--- src/rtl/ptb_pkg.sv ---
package ptb_pkg;

  typedef enum logic [1:0] {
    CM_UP   = 2'b00,
    CM_DOWN = 2'b01,
    CM_UPDN = 2'b10,
    CM_HOLD = 2'b11
  } cnt_mode_e;

  localparam logic [1:0] RUN_HALT_NOW   = 2'b00;
  localparam logic [1:0] RUN_HALT_CYCLE = 2'b01;

endpackage

--- src/rtl/ptb_rst_sync.sv ---
module ptb_rst_sync #(
  parameter int STAGES = 2
) (
  input  logic clk,
  input  logic rst_n,
  output logic rst_n_o
);

  logic [STAGES-1:0] sync_q;

  always_ff @(posedge clk or negedge rst_n) begin
    if (!rst_n) begin
      sync_q <= '0;
    end else begin
      sync_q <= {sync_q[STAGES-2:0], 1'b1};
    end
  end

  assign rst_n_o = sync_q[STAGES-1];

endmodule

--- src/rtl/ptb_prescaler.sv ---
module ptb_prescaler #(
  parameter int CODE_W = 3
) (
  input  logic              clk,
  input  logic              rst_n,
  input  logic [CODE_W-1:0] fine_code_i,
  input  logic [CODE_W-1:0] coarse_code_i,
  output logic              tick_o
);

  localparam int FINE_MAX  = 2 * ((1 << CODE_W) - 1);
  localparam int RATIO_MAX = FINE_MAX << ((1 << CODE_W) - 1);
  localparam int RATIO_W   = $clog2(RATIO_MAX + 1);

  logic [CODE_W:0]    fine_ratio;
  logic [RATIO_W-1:0] ratio;
  logic [RATIO_W-1:0] ratio_m1;
  logic [RATIO_W-1:0] ps_q;
  logic [RATIO_W-1:0] ps_d;
  logic               wrap;

  // fine stage: 1 for code 0, otherwise twice the code
  always_comb begin
    if (fine_code_i == '0) begin
      fine_ratio = (CODE_W+1)'(1);
    end else begin
      fine_ratio = {fine_code_i, 1'b0};
    end
  end

  // coarse stage multiplies by 2**code: a shift, no multiplier
  assign ratio    = RATIO_W'(fine_ratio) << coarse_code_i;
  assign ratio_m1 = ratio - RATIO_W'(1);
  assign wrap     = (ps_q >= ratio_m1);

  always_comb begin
    if (wrap) begin
      ps_d = '0;
    end else begin
      ps_d = ps_q + RATIO_W'(1);
    end
  end

  always_ff @(posedge clk or negedge rst_n) begin
    if (!rst_n) begin
      ps_q <= '0;
    end else begin
      ps_q <= ps_d;
    end
  end

  assign tick_o = wrap;

  AST_TICK_GAP: assert property (@(posedge clk) disable iff (!rst_n)
    (tick_o && (ratio > RATIO_W'(1))) |=> (!tick_o || !$stable(ratio)));

endmodule

--- src/rtl/ptb_period.sv ---
module ptb_period #(
  parameter int CNT_W = 16
) (
  input  logic             clk,
  input  logic             rst_n,
  input  logic             wr_i,
  input  logic             direct_i,
  input  logic [CNT_W-1:0] wdata_i,
  input  logic             load_i,
  output logic [CNT_W-1:0] active_o
);

  logic [CNT_W-1:0] shadow_q;
  logic [CNT_W-1:0] shadow_d;
  logic [CNT_W-1:0] active_q;
  logic [CNT_W-1:0] active_d;
  logic             upd_en;

  assign upd_en = wr_i | load_i;

  always_comb begin
    shadow_d = shadow_q;
    active_d = active_q;
    if (load_i) begin
      active_d = shadow_q;
    end
    if (wr_i) begin
      shadow_d = wdata_i;
      if (direct_i) begin
        active_d = wdata_i;
      end
    end
  end

  always_ff @(posedge clk or negedge rst_n) begin
    if (!rst_n) begin
      shadow_q <= '0;
      active_q <= '0;
    end else if (upd_en) begin
      shadow_q <= shadow_d;
      active_q <= active_d;
    end
  end

  assign active_o = active_q;

  AST_DIRECT_WRITE: assert property (@(posedge clk) disable iff (!rst_n)
    (wr_i && direct_i) |=> (active_o == $past(wdata_i)));

  AST_SHADOW_WAIT: assert property (@(posedge clk) disable iff (!rst_n)
    (wr_i && !direct_i && !load_i) |=> $stable(active_o));

endmodule

--- src/rtl/ptb_counter.sv ---
module ptb_counter
  import ptb_pkg::*;
#(
  parameter int CNT_W = 16
) (
  input  logic             clk,
  input  logic             rst_n,
  input  logic             tick_i,
  input  logic [1:0]       mode_i,
  input  logic [1:0]       run_mode_i,
  input  logic             halt_i,
  input  logic [CNT_W-1:0] prd_i,
  output logic [CNT_W-1:0] cnt_o,
  output logic             up_o,
  output logic             zero_evt_o,
  output logic             prd_evt_o
);

  localparam logic [CNT_W-1:0] ONE = CNT_W'(1);

  cnt_mode_e        mode;
  logic [CNT_W-1:0] cnt_q;
  logic [CNT_W-1:0] cnt_d;
  logic             up_q;
  logic             up_d;
  logic             halt_block;
  logic             adv;
  logic             at_zero;
  logic             at_prd;

  assign mode    = cnt_mode_e'(mode_i);
  assign at_zero = (cnt_q == '0);
  assign at_prd  = (cnt_q == prd_i);

  // halt gating by run mode; other run codes let the counter run
  always_comb begin
    halt_block = 1'b0;
    if (halt_i) begin
      if (run_mode_i == RUN_HALT_NOW) begin
        halt_block = 1'b1;
      end else if ((run_mode_i == RUN_HALT_CYCLE) && at_zero) begin
        halt_block = 1'b1;
      end
    end
  end

  assign adv = tick_i && (mode != CM_HOLD) && !halt_block;

  always_comb begin
    cnt_d = cnt_q;
    up_d  = up_q;
    unique case (mode)
      CM_UP: begin
        up_d = 1'b1;
        if (cnt_q >= prd_i) begin
          cnt_d = '0;
        end else begin
          cnt_d = cnt_q + ONE;
        end
      end
      CM_DOWN: begin
        up_d = 1'b0;
        if (at_zero) begin
          cnt_d = prd_i;
        end else begin
          cnt_d = cnt_q - ONE;
        end
      end
      CM_UPDN: begin
        if (up_q) begin
          if (cnt_q >= prd_i) begin
            up_d  = 1'b0;
            cnt_d = at_zero ? '0 : (cnt_q - ONE);
          end else begin
            cnt_d = cnt_q + ONE;
          end
        end else begin
          if (at_zero) begin
            up_d  = 1'b1;
            cnt_d = (prd_i == '0) ? '0 : ONE;
          end else begin
            cnt_d = cnt_q - ONE;
          end
        end
      end
      default: begin
        cnt_d = cnt_q;
        up_d  = up_q;
      end
    endcase
  end

  always_ff @(posedge clk or negedge rst_n) begin
    if (!rst_n) begin
      cnt_q <= '0;
      up_q  <= 1'b1;
    end else if (adv) begin
      cnt_q <= cnt_d;
      up_q  <= up_d;
    end
  end

  assign cnt_o      = cnt_q;
  assign up_o       = up_q;
  assign zero_evt_o = adv && at_zero;
  assign prd_evt_o  = adv && at_prd;

  AST_HOLD_MODE: assert property (@(posedge clk) disable iff (!rst_n)
    (mode_i == 2'b11) |=> $stable(cnt_o));

  AST_HALT_NOW: assert property (@(posedge clk) disable iff (!rst_n)
    (halt_i && (run_mode_i == 2'b00)) |=> $stable(cnt_o));

  AST_CYCLE_PARK: assert property (@(posedge clk) disable iff (!rst_n)
    (halt_i && (run_mode_i == 2'b01) && (cnt_o == '0)) |=> (cnt_o == '0));

  AST_UP_WRAP: assert property (@(posedge clk) disable iff (!rst_n)
    (tick_i && !halt_i && (mode_i == 2'b00) && (cnt_o >= prd_i)) |=> (cnt_o == '0));

  AST_DOWN_RELOAD: assert property (@(posedge clk) disable iff (!rst_n)
    (tick_i && !halt_i && (mode_i == 2'b01) && (cnt_o == '0)) |=> (cnt_o == $past(prd_i)));

  AST_UPDN_TURN: assert property (@(posedge clk) disable iff (!rst_n)
    (tick_i && !halt_i && (mode_i == 2'b10) && up_o && (cnt_o >= prd_i)) |=> !up_o);

endmodule

--- src/rtl/pwm_timebase.sv ---
module pwm_timebase #(
  parameter int CNT_W  = 16,
  parameter int CODE_W = 3
) (
  input  logic              clk,
  input  logic              rst_n,
  input  logic [1:0]        ctr_mode_i,
  input  logic [CODE_W-1:0] fine_code_i,
  input  logic [CODE_W-1:0] coarse_code_i,
  input  logic [1:0]        run_mode_i,
  input  logic              halt_req_i,
  input  logic              prd_direct_i,
  input  logic              prd_wr_i,
  input  logic [CNT_W-1:0]  prd_wdata_i,
  output logic [CNT_W-1:0]  cnt_o,
  output logic              cnt_up_o,
  output logic              zero_evt_o,
  output logic              prd_evt_o
);

  logic             rst_n_s;
  logic             tick;
  logic [CNT_W-1:0] prd_active;
  logic             zero_evt;

  ptb_rst_sync #(
    .STAGES(2)
  ) u_rst_sync (
    .clk     (clk),
    .rst_n   (rst_n),
    .rst_n_o (rst_n_s)
  );

  ptb_prescaler #(
    .CODE_W(CODE_W)
  ) u_prescaler (
    .clk           (clk),
    .rst_n         (rst_n_s),
    .fine_code_i   (fine_code_i),
    .coarse_code_i (coarse_code_i),
    .tick_o        (tick)
  );

  ptb_period #(
    .CNT_W(CNT_W)
  ) u_period (
    .clk      (clk),
    .rst_n    (rst_n_s),
    .wr_i     (prd_wr_i),
    .direct_i (prd_direct_i),
    .wdata_i  (prd_wdata_i),
    .load_i   (zero_evt),
    .active_o (prd_active)
  );

  ptb_counter #(
    .CNT_W(CNT_W)
  ) u_counter (
    .clk        (clk),
    .rst_n      (rst_n_s),
    .tick_i     (tick),
    .mode_i     (ctr_mode_i),
    .run_mode_i (run_mode_i),
    .halt_i     (halt_req_i),
    .prd_i      (prd_active),
    .cnt_o      (cnt_o),
    .up_o       (cnt_up_o),
    .zero_evt_o (zero_evt),
    .prd_evt_o  (prd_evt_o)
  );

  assign zero_evt_o = zero_evt;

  AST_EVT_ON_TICK: assert property (@(posedge clk) disable iff (!rst_n_s)
    (zero_evt_o || prd_evt_o) |-> tick);

endmodule

--- config.mk ---
export PLATFORM = sky130hd
export DESIGN_NAME = pwm_timebase
export DESIGN_NICKNAME = d
export VERILOG_FILES = /design/src/rtl/ptb_pkg.sv /design/src/rtl/ptb_rst_sync.sv /design/src/rtl/ptb_prescaler.sv /design/src/rtl/ptb_period.sv /design/src/rtl/ptb_counter.sv /design/src/rtl/pwm_timebase.sv
export SDC_FILE = /design/constraint.sdc
export NUM_CORES = 1
export LEC_CHECK = 0
export ABC_AREA = 1
export ABC_CLOCK_PERIOD_IN_PS = 3100
export BUFFER_PORTS_ARGS = -buffer_cell sky130_fd_sc_hd__buf_2
export CORE_MARGIN = 8
export CORE_UTILIZATION = 35
export DETAILED_ROUTE_END_ITERATION = 12
export PLACE_DENSITY = 0.56
export SLEW_MARGIN = 20
export SYNTH_ARGS = -nofsm -noshare
export SYNTH_HDL_FRONTEND = slang
export SYNTH_HIERARCHICAL = 1
export SYNTH_SLANG_ARGS = --single-unit
--- constraint.sdc ---
create_clock -name clk -period 3.1 [get_ports clk]
set_input_delay 0.155 -clock clk [delete_from_list [all_inputs] [get_ports clk]]
set_output_delay 0.155 -clock clk [all_outputs]
set_load 0.1 [all_outputs]
==> results_dict.tcl <==
set metrics [dict create \
    clock_power_share 0.162 \
    dpl.hpwl_um 12900 \
    numCtsBuffers 9 \
    grt_pass1_vias 5519 \
    avgRoutedWirePerCell_um 14.9 \
    syn_inst 881 \
    place_inst 1159 \
    finalMaxSlewViolations 0 \
    ys_seq_elements 62 \
    path_buf_inv 7 \
    pwr-share-seq 0.229 \
    crit_slowest_cell "ha_1" \
    cp_data_arrival_time_ps 2820 \
    grt_max_degree 35 \
    grt_antenna_before_repair 0 \
    routed_via_density 5.00 \
    final_cells 1185 \
    period_minus_slack_ps 2980 \
    min_path_cells 2 \
    end_kind "output port" \
    dpl-instance-area_mm2 0.00664 \
    final_area_mm2 0.00720 \
    synth_top_area_share 0.257 \
    power_switching_mw 3.19 \
    die_h_um 146 \
    ys_warn_count 6 \
    pin_count 50 \
    p_int_mw 2.70 \
    hold_viol 0 \
    core_region_area_mm2 0.0166 \
    finalCritPeriodShare 0.961 \
    cts-htree-levels 3 \
    ff2ff_path_depth 12 \
    root_buffer "clkbuf_16" \
    overflow 0 \
    postRouteAntennaNets 0 \
    drt_iter0_markers 457 \
    p_comb_frac 0.608 \
    p_sw_frac 0.542 \
    cp_top_family "simple AND/OR/NAND/NOR gates" \
    grt_first_pass_wirelength_um 28300 \
    hp-class "in2reg" \
    setup_viol 0 \
    irDropWorstVdd_uv 403 \
    place_congestion 0.879 \
    synth_cell_types 44 \
    fin_worst_skew_ps 5.94 \
    setup.worst_path.start_class "input port" \
    synth_edf_count 0 \
    cts.sinks 62 \
    nFillCells 1770 \
    relSlewSlack 0.480 \
    wl_um 17700 \
    vias 5926 \
    setup_slack_ps 122 \
    path_class "in2out" \
    tightest_slew_ps 779 \
    status "completed" \
    ys.flop_type "dfrtp_1" \
    cts.path.max_buffers 2 \
    synth_nets 947 \
    area_growth_pct 21.0 \
    final.setup.tns_ps 0 \
    portBuffers 49 \
    path_cells "buf_8 > inv_4 > nor2_4 > nand2_2 > nand2_2 > nand3_4 > ha_4 > nand2_2 > inv_2 > buf_6 > nand2_4 > xnor2_2 > ha_1 > nand4_1 > nor3_2 > nand4_1 > nand4_1 > inv_4 > nor2_4 > nand2_4 > buf_6 > nor3_4 > buf_12" \
    max_freq_mhz 336 \
    syn_area_mm2 0.00594 \
    synth.avg_cell_area_um2 6.75 \
    worst-endpoint-required_ps 2940 \
    grt_usage 0.162 \
    finish.net_count 1026 \
    drive_above_1_share 0.228 \
    synth_area_leaders "dfrtp_1, nand2_1, ha_1" \
    firstDrtPassIters 5 \
    die_w_um 146 \
    dieArea_mm2 0.0214 \
    critical-path-max-stage-delay_ps 300 \
    num_antenna_cells 0 \
    insertion_delay_ps 330 \
    maxCapViolCount 0 \
    rsz0062_at_grt "true" \
    path_max_fanout 6 \
    cts_tree "yes" \
    yosysTopAreaCell "dfrtp_1" \
    leakage_nw 3.73 \
    pre_cts_slack_ps -233 \
    ys_seq_area_frac 0.261 \
    drcViolationCount 0 \
    cp.depth 23 \
    initial_core_util 0.358 \
    power.density_mw_per_mm2 818 \
    async_flop_share 1.00 \
    clk_pin_slew_worst_paths_ps 60 \
    row_count 47 \
]
## Yosys cell counts, types with 4 or more instances
cell type  number
a21oi_1        32
buf_2          10
buf_4           5
buf_6          19
clkbuf_1        4
dfrtp_1        61
ha_1           35
inv_1          74
inv_2           9
mux2_2          6
mux2_4         10
nand2_1       295
nand2_2        10
nand3_1        74
nand3_2         5
nand3b_1        5
nand4_1        21
nor2_1         97
nor2_2         13
nor2_4          8
nor3_1          5
nor4_1          6
o211ai_1        4
o21ai_0        14
o21ai_1         7
xnor2_1         4
xor2_1         24
## path summary, 6_finish.rpt
| kind | start | end | slack, ps |
|---|---|---|---|
| worst min register to register | u_rst_sync/sync_q[1] | u_prescaler/ps_q[1] | 350 |
| worst max register to register | u_counter/cnt_o[0] | u_period/active_o[2] | 430 |
| worst max-delay path | coarse_code_i[0] | prd_evt_o | 120 |
| min in group asynchronous | rst_n | u_rst_sync/sync_q[0] | 130 |
| max in group asynchronous | u_rst_sync/sync_q[1] | u_counter/cnt_o[2] | 1890 |
| worst min-delay path | prd_wdata_i[2] | u_period/shadow_q[2] | 70 |
## power groups by stage
stage / Sequential, mW / Clock [mW] / Combinational (mW)
global placement: 1.36 / 0 / 3.48
CTS: 1.35 / 0.987 / 3.51
detailed placement: 1.37 / 0 / 3.49
global route: 1.39 / 1.02 / 3.96
finish: 1.35 / 0.955 / 3.58
floorplan: 1.91 / 0 / 2.18
## area by class of cell
class / instances / area, µm² / share of cell area
Sequential cell: 62 / 1550 / 0.216
Multi-Input combinational cell: 696 / 3950 / 0.548
Clock buffer: 12 / 246 / 0.0343
Inverter: 86 / 334 / 0.0464
Clock inverter: 4 / 32.5 / 0.00452
Timing Repair Buffer: 105 / 807 / 0.112
Tap cell: 220 / 275 / 0.0383
## cell families (layout without fill, tap and decap cells)
kind of cell / count (synthesis) / count (layout) / synth area share
buffers and inverters: 124 / 207 / 0.108
xor gates and xnor gates: 28 / 28 / 0.0413
and+or+nand+nor: 549 / 550 / 0.416
DFF: 62 / 62 / 0.261
adders and majority gates: 35 / 35 / 0.0737
other: 1 / 1 / 0.000631
muxes: 16 / 16 / 0.0366
AOI/OAI and AO/OA: 66 / 66 / 0.0627
## placed cells by master, fill, tap and decap left out, types with 3 or more instances in the layout
cell / count
nand2_1: 286
nor2_1: 93
inv_1: 72
nand3_1: 71
dfrtp_1: 60
buf_4: 45
buf_2: 43
a21oi_1: 32
ha_1: 32
xor2_1: 24
nand4_1: 21
nand2_2: 16
nor2_4: 14
nor2_2: 12
o21ai_0: 12
mux2_4: 10
clkbuf_16: 9
buf_6: 7
inv_2: 7
o21ai_1: 7
nor4_1: 6
mux2_2: 6
buf_12: 5
nand3_4: 5
nand2_4: 5
nand3_2: 5
nand3b_1: 5
inv_4: 4
o211ai_1: 4
nor3_1: 3
xnor2_1: 3
o21ai_2: 3
nor3_2: 3
ha_4: 3
## worst register-to-register path, delay by kind of cell (launching register included)
kind	cells	cell delay, ps
AND/OR/NAND/NOR	9	1520
adder cells (fa/ha/maj)	1	270
buffers and inverters	1	240
flip-flops	1	450
AO/OA/AOI/OAI	1	130
## registers in the layout, summed over array words and instances (netlist names)
name,flops
u_period/shadow_q,16
u_counter/up_o,1
u_period/active_o,16
u_prescaler/ps_q,11
u_counter/cnt_o,16
u_rst_sync/sync_q,2
## timing repair
item	in CTS	in global routing
setup endpoints to repair	2	18
setup buffers	1	7
gates resized for setup	3	42
hold endpoints to repair	2	0
cloned	0	1
hold buffers	1	0
pin swaps	1	23
## per-layer routing
layer / vias to the layer above / global-route usage / wire length [µm] / part of all wire
met3: 24 / 0.0266 / 947 / 0.054
met2: 191 / 0.253 / 7950 / 0.45
met5: - / 0 / 0 / 0
met4: 0 / 0.0562 / 310 / 0.018
li1: 2973 / - / - / -
met1: 2738 / 0.222 / 8460 / 0.48
## stage by stage
stage           util  hold WS, ps  power (mW)
4_1_cts        0.419         55.1        5.85
5_1_grt        0.434         64.8        6.37
3_5_place_dp   0.401        -57.4        4.86
6_report       0.434         67.4        5.89
2_1_floorplan      -         -141        4.09
3_3_place_gp   0.401        -58.2        4.84
Note: power is estimated with default switching activity, not from simulation.
